--- src/rtl/smb_pkg.sv ---
package smb_pkg;
  localparam int BYTE_W = 8;
  localparam logic [6:0] ARA_ADDR = 7'b0001100;
  localparam int MWE_BIT = 0;

  typedef enum logic [2:0] {
    S_IDLE, S_ADDR, S_CMD, S_WDATA, S_HOLD, S_RDATA, S_SKIP
  } bus_state_t;

  // reset value of control register idx
  function automatic logic [BYTE_W-1:0] reg_reset_val(input int idx);
    return (idx == 2) ? BYTE_W'(1 << MWE_BIT) : '0;
  endfunction

  // fixed address bits from base, low bits from the pins
  function automatic logic [6:0] merge_addr(input logic [6:0] base,
                                            input logic [6:0] pins,
                                            input logic [6:0] mask);
    return (base & ~mask) | (pins & mask);
  endfunction

  // SDA pull-down for read bit idx (0 = MSB)
  function automatic logic pull_for_bit(input logic [BYTE_W-1:0] b,
                                        input logic [3:0] idx);
    return ~b[3'd7 - idx[2:0]];
  endfunction
endpackage

--- src/rtl/smb_glitch_filter.sv ---
module smb_glitch_filter #(
  parameter int FILT_LEN = 4
) (
  input  logic clk,
  input  logic rst_n,
  input  logic raw,
  output logic filt
);
  localparam int CW = $clog2(FILT_LEN + 1);

  logic [1:0]    sync_q;
  logic [CW-1:0] run_q;

  always_ff @(posedge clk or negedge rst_n) begin
    if (!rst_n) begin
      sync_q <= 2'b11;
      filt   <= 1'b1;
      run_q  <= '0;
    end else begin
      sync_q <= {sync_q[0], raw};
      if (sync_q[1] == filt) begin
        run_q <= '0;
      end else if (run_q == CW'(FILT_LEN - 1)) begin
        filt  <= sync_q[1];
        run_q <= '0;
      end else begin
        run_q <= run_q + 1'b1;
      end
    end
  end

  // the filtered level only moves toward a level actually sampled
  a_r8_follows_sample: assert property (@(posedge clk) disable iff (!rst_n)
    (filt != $past(filt)) |-> ($past(sync_q[1]) == filt));

  // a change is preceded by a run of differing samples
  a_r8_run_before_change: assert property (@(posedge clk) disable iff (!rst_n)
    (filt != $past(filt)) |-> ($past(run_q) == CW'(FILT_LEN - 1)));
endmodule

--- src/rtl/smb_bus_events.sv ---
module smb_bus_events (
  input  logic clk,
  input  logic rst_n,
  input  logic scl,
  input  logic sda,
  output logic scl_rise,
  output logic scl_fall,
  output logic start_ev,
  output logic stop_ev
);
  logic scl_d, sda_d;

  always_ff @(posedge clk or negedge rst_n) begin
    if (!rst_n) begin
      scl_d <= 1'b1;
      sda_d <= 1'b1;
    end else begin
      scl_d <= scl;
      sda_d <= sda;
    end
  end

  assign scl_rise = scl & ~scl_d;
  assign scl_fall = ~scl & scl_d;
  assign start_ev = scl & scl_d & sda_d & ~sda;
  assign stop_ev  = scl & scl_d & ~sda_d & sda;

  // at most one bus event per clock
  a_r5_single_event: assert property (@(posedge clk) disable iff (!rst_n)
    $onehot0({scl_rise, scl_fall, start_ev, stop_ev}));
endmodule

--- src/rtl/smb_regfile.sv ---
module smb_regfile import smb_pkg::*; #(
  parameter int NUM_REGS = 4,
  parameter int SEL_W    = 2
) (
  input  logic                       clk,
  input  logic                       rst_n,
  input  logic                       commit,
  input  logic [SEL_W-1:0]           sel,
  input  logic [BYTE_W-1:0]          wdata,
  output logic [NUM_REGS*BYTE_W-1:0] regs_flat,
  output logic                       mass_en
);
  for (genvar k = 0; k < NUM_REGS; k++) begin : g_reg
    always_ff @(posedge clk or negedge rst_n) begin
      if (!rst_n) regs_flat[k*BYTE_W +: BYTE_W] <= reg_reset_val(k);
      else if (commit && (int'(sel) == k))
        regs_flat[k*BYTE_W +: BYTE_W] <= wdata;
    end
  end

  assign mass_en = regs_flat[2*BYTE_W + MWE_BIT];

  // no register changes without a commit strobe
  a_r2_hold_until_commit: assert property (@(posedge clk) disable iff (!rst_n)
    !commit |=> $stable(regs_flat));
endmodule

--- src/rtl/smb_regslave.sv ---
module smb_regslave import smb_pkg::*; #(
  parameter int         FILT_LEN  = 4,
  parameter int         PIN_W     = 3,
  parameter logic [6:0] ADDR_BASE = 7'b1001000,
  parameter logic [6:0] MASS_ADDR = 7'b0101100,
  parameter int         NUM_REGS  = 4
) (
  input  logic                       clk,
  input  logic                       rst_n,
  input  logic                       scl_in,
  input  logic                       sda_in,
  input  logic [PIN_W-1:0]           addr_pins,
  input  logic                       alert_req,
  output logic                       sda_oe,
  output logic                       alert_n,
  output logic [NUM_REGS*BYTE_W-1:0] regs_flat
);
  localparam int         SEL_W    = $clog2(NUM_REGS);
  localparam logic [6:0] PIN_MASK = 7'((1 << PIN_W) - 1);

  logic [1:0] raw_lines, filt_lines;
  logic scl_rise, scl_fall, start_ev, stop_ev;
  assign raw_lines = {scl_in, sda_in};

  for (genvar g = 0; g < 2; g++) begin : g_filt
    smb_glitch_filter #(.FILT_LEN(FILT_LEN)) u_filt (
      .clk(clk), .rst_n(rst_n), .raw(raw_lines[g]), .filt(filt_lines[g]));
  end

  smb_bus_events u_events (
    .clk(clk), .rst_n(rst_n), .scl(filt_lines[1]), .sda(filt_lines[0]),
    .scl_rise(scl_rise), .scl_fall(scl_fall),
    .start_ev(start_ev), .stop_ev(stop_ev));

  bus_state_t        state, nxt_q, nxt;
  logic [3:0]        bitcnt;
  logic              ackph, ara_rd, alert_pend, alert_q;
  logic [BYTE_W-1:0] shreg, rbyte, pend_data, rd_val;
  logic [SEL_W-1:0]  sel;
  logic              mass_en, acc, load_rd, set_ara;
  logic [6:0]        own;

  // named internal events
  logic rx_state, byte_done, commit, ara_done, hit_own, hit_mass, hit_ara, rw;
  assign own       = merge_addr(ADDR_BASE, 7'(addr_pins), PIN_MASK);
  assign rw        = shreg[0];
  assign hit_own   = (shreg[7:1] == own);
  assign hit_mass  = (shreg[7:1] == MASS_ADDR);
  assign hit_ara   = (shreg[7:1] == ARA_ADDR);
  assign rx_state  = (state == S_ADDR) || (state == S_CMD) || (state == S_WDATA);
  assign byte_done = rx_state && scl_fall && !ackph && (bitcnt == 4'd8);
  assign commit    = stop_ev && (state == S_HOLD);
  assign ara_done  = (state == S_RDATA) && ara_rd && scl_fall && (bitcnt == 4'd8);

  smb_regfile #(.NUM_REGS(NUM_REGS), .SEL_W(SEL_W)) u_regs (
    .clk(clk), .rst_n(rst_n), .commit(commit), .sel(sel), .wdata(pend_data),
    .regs_flat(regs_flat), .mass_en(mass_en));

  // acknowledge decision for the byte just received
  always_comb begin
    acc = 1'b0; nxt = S_SKIP; load_rd = 1'b0; set_ara = 1'b0; rd_val = rbyte;
    case (state)
      S_ADDR: begin
        if (hit_own && !rw) begin
          acc = 1'b1; nxt = S_CMD;
        end else if (hit_own && rw) begin
          acc = 1'b1; nxt = S_RDATA; load_rd = 1'b1;
          rd_val = regs_flat[int'(sel)*BYTE_W +: BYTE_W];
        end else if (hit_mass && !rw && mass_en) begin
          acc = 1'b1; nxt = S_CMD;
        end else if (hit_ara && rw && alert_pend) begin
          acc = 1'b1; nxt = S_RDATA; load_rd = 1'b1; set_ara = 1'b1;
          rd_val = {own, 1'b0};
        end
      end
      S_CMD:   begin acc = 1'b1; nxt = S_WDATA; end
      S_WDATA: begin acc = 1'b1; nxt = S_HOLD;  end
      default: ;
    endcase
  end

  always_ff @(posedge clk or negedge rst_n) begin
    if (!rst_n) begin
      state <= S_IDLE; nxt_q <= S_IDLE; bitcnt <= '0; ackph <= 1'b0;
      shreg <= '0; rbyte <= '0; pend_data <= '0; sel <= '0;
      sda_oe <= 1'b0; ara_rd <= 1'b0;
    end else if (start_ev) begin
      state <= S_ADDR; bitcnt <= '0; ackph <= 1'b0; sda_oe <= 1'b0; ara_rd <= 1'b0;
    end else if (stop_ev) begin
      state <= S_IDLE; ackph <= 1'b0; sda_oe <= 1'b0; ara_rd <= 1'b0;
    end else if (rx_state) begin
      if (scl_rise && !ackph && bitcnt < 4'd8) begin
        shreg  <= {shreg[BYTE_W-2:0], filt_lines[0]};
        bitcnt <= bitcnt + 1'b1;
      end else if (scl_fall && ackph) begin
        ackph  <= 1'b0;
        bitcnt <= '0;
        state  <= nxt_q;
        sda_oe <= (nxt_q == S_RDATA) ? pull_for_bit(rbyte, 4'd0) : 1'b0;
      end else if (byte_done) begin
        if (acc) begin
          sda_oe <= 1'b1;
          ackph  <= 1'b1;
          nxt_q  <= nxt;
          if (load_rd) rbyte <= rd_val;
          if (set_ara) ara_rd <= 1'b1;
          if (state == S_CMD) sel <= shreg[SEL_W-1:0];
          if (state == S_WDATA) pend_data <= shreg;
        end else begin
          state <= S_SKIP;
        end
      end
    end else if (state == S_RDATA) begin
      if (scl_rise && bitcnt < 4'd8) begin
        bitcnt <= bitcnt + 1'b1;
      end else if (scl_fall) begin
        if (bitcnt == 4'd8) begin
          sda_oe <= 1'b0; state <= S_SKIP; ara_rd <= 1'b0;
        end else begin
          sda_oe <= pull_for_bit(rbyte, bitcnt);
        end
      end
    end
  end

  // alert: set on request edge, cleared once the response byte is out
  always_ff @(posedge clk or negedge rst_n) begin
    if (!rst_n) begin
      alert_q <= 1'b0; alert_pend <= 1'b0;
    end else begin
      alert_q <= alert_req;
      if (ara_done) alert_pend <= 1'b0;
      else if (alert_req && !alert_q) alert_pend <= 1'b1;
    end
  end
  assign alert_n = ~alert_pend;

  // nothing is driven on SDA while idle
  a_r9_idle_quiet: assert property (@(posedge clk) disable iff (!rst_n)
    (state == S_IDLE) |-> !sda_oe);

  // an alert-response read only runs while the alert is pending
  a_r7_ara_needs_alert: assert property (@(posedge clk) disable iff (!rst_n)
    ((state == S_RDATA) && ara_rd) |-> alert_pend);

  // the pending alert is cleared only by finishing a response read
  a_r7_clear_by_ara: assert property (@(posedge clk) disable iff (!rst_n)
    $fell(alert_pend) |-> ($past(state) == S_RDATA) && $past(ara_rd));

  // a START never lands in the staged-write state
  a_r3_start_drops_stage: assert property (@(posedge clk) disable iff (!rst_n)
    start_ev |=> (state == S_ADDR));
endmodule

--- config.mk ---
export PLATFORM = sky130hd
export DESIGN_NAME = smb_regslave
export DESIGN_NICKNAME = d
export VERILOG_FILES = /design/src/rtl/smb_pkg.sv /design/src/rtl/smb_glitch_filter.sv /design/src/rtl/smb_bus_events.sv /design/src/rtl/smb_regfile.sv /design/src/rtl/smb_regslave.sv
export SDC_FILE = /design/constraint.sdc
export NUM_CORES = 1
export LEC_CHECK = 0
export ABC_AREA = 1
export ABC_CLOCK_PERIOD_IN_PS = 2530
export BUFFER_PORTS_ARGS = -buffer_cell sky130_fd_sc_hd__buf_2
export CAP_MARGIN = 20
export CORE_MARGIN = 1
export CORE_UTILIZATION = 64
export CTS_CLUSTER_DIAMETER = 60
export CTS_CLUSTER_SIZE = 25
export DETAILED_ROUTE_END_ITERATION = 8
export GPL_TIMING_DRIVEN = 0
export PLACE_DENSITY = 0.91
export SLEW_MARGIN = 0
export SYNTH_ARGS = -nofsm -noshare
export SYNTH_HDL_FRONTEND = slang
export SYNTH_HIERARCHICAL = 1
export SYNTH_SLANG_ARGS = --single-unit
--- constraint.sdc ---
create_clock -name clk -period 2.53 [get_ports clk]
set_input_delay 0.759 -clock clk [delete_from_list [all_inputs] [get_ports clk]]
set_output_delay 0.759 -clock clk [all_outputs]
set_load 0.02 [all_outputs]
==> summary.txt <==
CTS
  – Worst-Skew Late Latency: 0.37 ns
  – H-tree levels: 3
  – Total CTS buffers: 9
  – Clock root buffer: clkbuf_8
  – Setup bufs post-CTS: 0
  – Max clock buf depth: 2
  – TritonCTS clock tree: done
  – CTS Sinks: 87
  – Hold_buf cts: 0
  – Clock transition at path regs: 0.09 ns
  – # resized after CTS: 0

STA
  – Final WS setup: approximately 0.33 ns
  – RSZ-0062 raised after global routing: no
  – Fin. max-slew vios: 0
  – Setup_tns: 0 ns
  – Worst-Margin Slew: approximately 0.6 ns
  – Period utilisation layout: 86.8%
  – Max Fclk: around 460 MHz
  – Fin. Hold Viols: 0
  – Max_slew headroom: between 50 and 60%
  – Post-layout minimum cycle time: 2.20 ns
  – Setup Skew: 0.00852 ns
  – Setup violations, final: 0

Worst setup path
  – Worst endpoint required time: around 2.8 ns
  – CP Launch Type: flop
  – Stages on the worst setup path: 11
  – Crit-path cells: nand2_1, nor2_1, nor2_4, nand2_4, inv_2, nand2_2, nand2_1, nor2_1, nand2_2, nand2_1, o21ai_1
  – CP max-delay cell: dfstp_2
  – Worst Setup SP: g_filt[1].u_filt/filt
  – Crit-path max FO: 9
  – CP max stage delay: about 0.60 ns
  – R2R Path Start: g_filt[1].u_filt/filt
  – R2R depth: 11
  – Arr. time, crit path: between 2 and 2.5 ns
  – CP top delay family: simple AND/OR/NAND/NOR gates
  – Worst Path Buf+Inv: 1
  – Worst Setup Path Type: reg2reg
  – Most used cell, CP: nand2_1
  – Setup crit end kind: flop

Placed design
  – Pre-CTS worst setup slack: 0.416 ns
  – IO Port Bufs: about 40
  – Detailed Place HPWL: roughly 9 mm
  – Placer Congestion: 0.943

Logic synthesis
  – Register area share after synthesis: a little under half
  – Syn Nets: 636
  – Synth cell types: 33
  – Seq cells post-synth: 87
  – Mapped cell area: roughly 4900 um2
  – Syn avg cell area: 7.77 um2
  – Mapped Cells: 625
  – YS warnings: 6

Global route
  – Via count of the first global-routing pass: about 4000
  – Largest net degree at the start of global routing: 57
  – Global-route usage over all layers: 32.0%
  – Remaining global-route overflow: 0
  – First-pass GRT wire length: approximately 19 mm
  – Initial antenna violation count: 0

Floorplanning
  – Rows: 31
  – Ports: between 40 and 50
  – Starting Density: 66.6%
  – Die Y: 89.1 um
  – Die W: ~89 um
  – Die area: roughly 7900 um2
  – Core area: roughly 7300 um2

Routing
  – WL/cell: between 10 and 15 um
  – Drt via density: 5.66
  – # DRC: 0
  – Final WL: ~12 mm
  – DRT antenna net count: 0
  – Vias: roughly 4400
  – Pre-antenna DRT Iters: 6
  – Initial drt markers: between 300 and 400

Final layout
  – Most frequent cells in the layout: nand2_1 (202), dfrtp_1 (78), inv_1 (64), nor2_1 (61), nand3_1 (51)
  – Filler Cells Inserted: 593
  – Nets@finish: 689
  – Layout cells sized above 1: 18.9%
  – Sequential Area: between 2000 and 2500 um2
  – # diodes: 0
  – Multi-input logic area: between 2000 and 2500 um2
  – Area growth syn-to-layout: 12.1%
  – Most common cell after layout, fill and taps aside: nand2_1

Power and ir drop
  – PwrDens: roughly 790 nW/um2
  – Max VDD drop: roughly 0.55 mV
  – P_leak: roughly 2.9 nW

Flow run
  – Max-Cap Viols: 0

Outcome
  – Run status: finished, final reports clean

Worst hold path
  – Worst Hold Class: in2async
Yosys cell counts:
| cell | n | area, um2 |
|---|---|---|
| nand2_1 | 202 | 758 |
| dfrtp_1 | 78 | 1950 |
| inv_1 | 64 | 240 |
| nor2_1 | 61 | 229 |
| nand3_1 | 51 | 255 |
| nand4_1 | 34 | 213 |
| o21ai_0 | 32 | 160 |
| a21oi_1 | 16 | 80.1 |
| nand2_2 | 13 | 81.3 |
| dfstp_2 | 9 | 236 |
| nor2_4 | 9 | 101 |
| buf_6 | 8 | 90.1 |
| nor2_2 | 6 | 37.5 |
| inv_2 | 4 | 15.0 |
| nand2_4 | 4 | 45.0 |
| nand3_2 | 4 | 40.0 |
| nand3_4 | 4 | 70.1 |
| clkbuf_1 | 3 | 11.3 |
| ha_1 | 3 | 37.5 |
| buf_2 | 2 | 10.0 |
| buf_4 | 2 | 15.0 |
| bufinv_8 | 2 | 35.0 |
| nor2_8 | 2 | 40.0 |
| nor3_1 | 2 | 10.0 |
| o21ai_1 | 2 | 10.0 |
| a21o_1 | 1 | 7.51 |
| a41oi_1 | 1 | 8.76 |
| nand4_4 | 1 | 21.3 |
| nor3_2 | 1 | 10.0 |
| o21a_1 | 1 | 7.51 |
| o31ai_1 | 1 | 7.51 |
| xnor2_1 | 1 | 8.76 |
| xor2_1 | 1 | 8.76 |
registers in the layout (all words and copies together) (netlist names), 2 cells and up:
name	count
u_regs/regs_flat	31
pend_data	8
rbyte	8
shreg	8
g_filt.u_filt/run_q	6
bitcnt	4
g_filt.u_filt/sync_q	4
nxt_q	3
state	3
g_filt.u_filt/filt	2
sel	2
power breakdown:
part           leakage (nW)  internal (mW)  switching (mW)
registers              1.13           1.59           0.205
clock network         0.117          0.590           0.516
logic                  1.65          0.444           0.972
cells by family (layout without fill, tap and decap cells):
logic type | Yosys count | after routing | synth area share (%)
buf+inv | 85 | 143 | 8.58
simple gates | 394 | 394 | 39.4
flops | 87 | 87 | 45.1
compound gates | 54 | 54 | 5.80
fa+ha+maj | 3 | 3 | 0.773
xor+xnor | 2 | 2 | 0.361
per-stage QoR:
step           hold slack, ns  instances  cell area [um2]  util (%)  power [mW]
3_3_place_gp            0.350        765             5180      71.1        3.15
4_1_cts                 0.326        782             5440      74.6        4.32
5_1_grt                 0.345        782             5440      74.6        4.60
2_1_floorplan           0.345        625             4850         -        2.88
3_5_place_dp            0.350        766             5210      71.5        3.22
6_report                0.320        782             5440      74.6        4.32
path summary, 6_finish.rpt:
| check | end | slack [ns] |
|---|---|---|
| min in group clk | g_filt[1].u_filt/sync_q[1] | 0.35 |
| max reg2reg | state[1] | 0.33 |
| max | state[1] | 0.33 |
| max in group asynchronous | g_filt[0].u_filt/filt | 1.54 |
| min reg2reg | g_filt[1].u_filt/sync_q[1] | 0.35 |
| min | u_regs/regs_flat[10] | 0.32 |
layout make-up:
cell class | instances | area share [%]
Timing Repair Buffer | 42 | 4.32
Inverter | 70 | 5.33
Multi-Input combinational cell | 453 | 41.3
Clock buffer | 10 | 2.53
Tap cell | 99 | 2.28
Buffer | 15 | 2.32
Sequential cell | 87 | 40.2
Clock inverter | 6 | 1.68
routing by layer:
metal	share of wire, %	track usage, %	vias to the layer above
met5	0	0	-
met4	2.4	11.3	0
met3	6.5	7.11	31
met2	48	52.8	178
met1	43	41.7	2096
li1	-	-	2119
No activity file was read; power rests on OpenSTA's default activity.
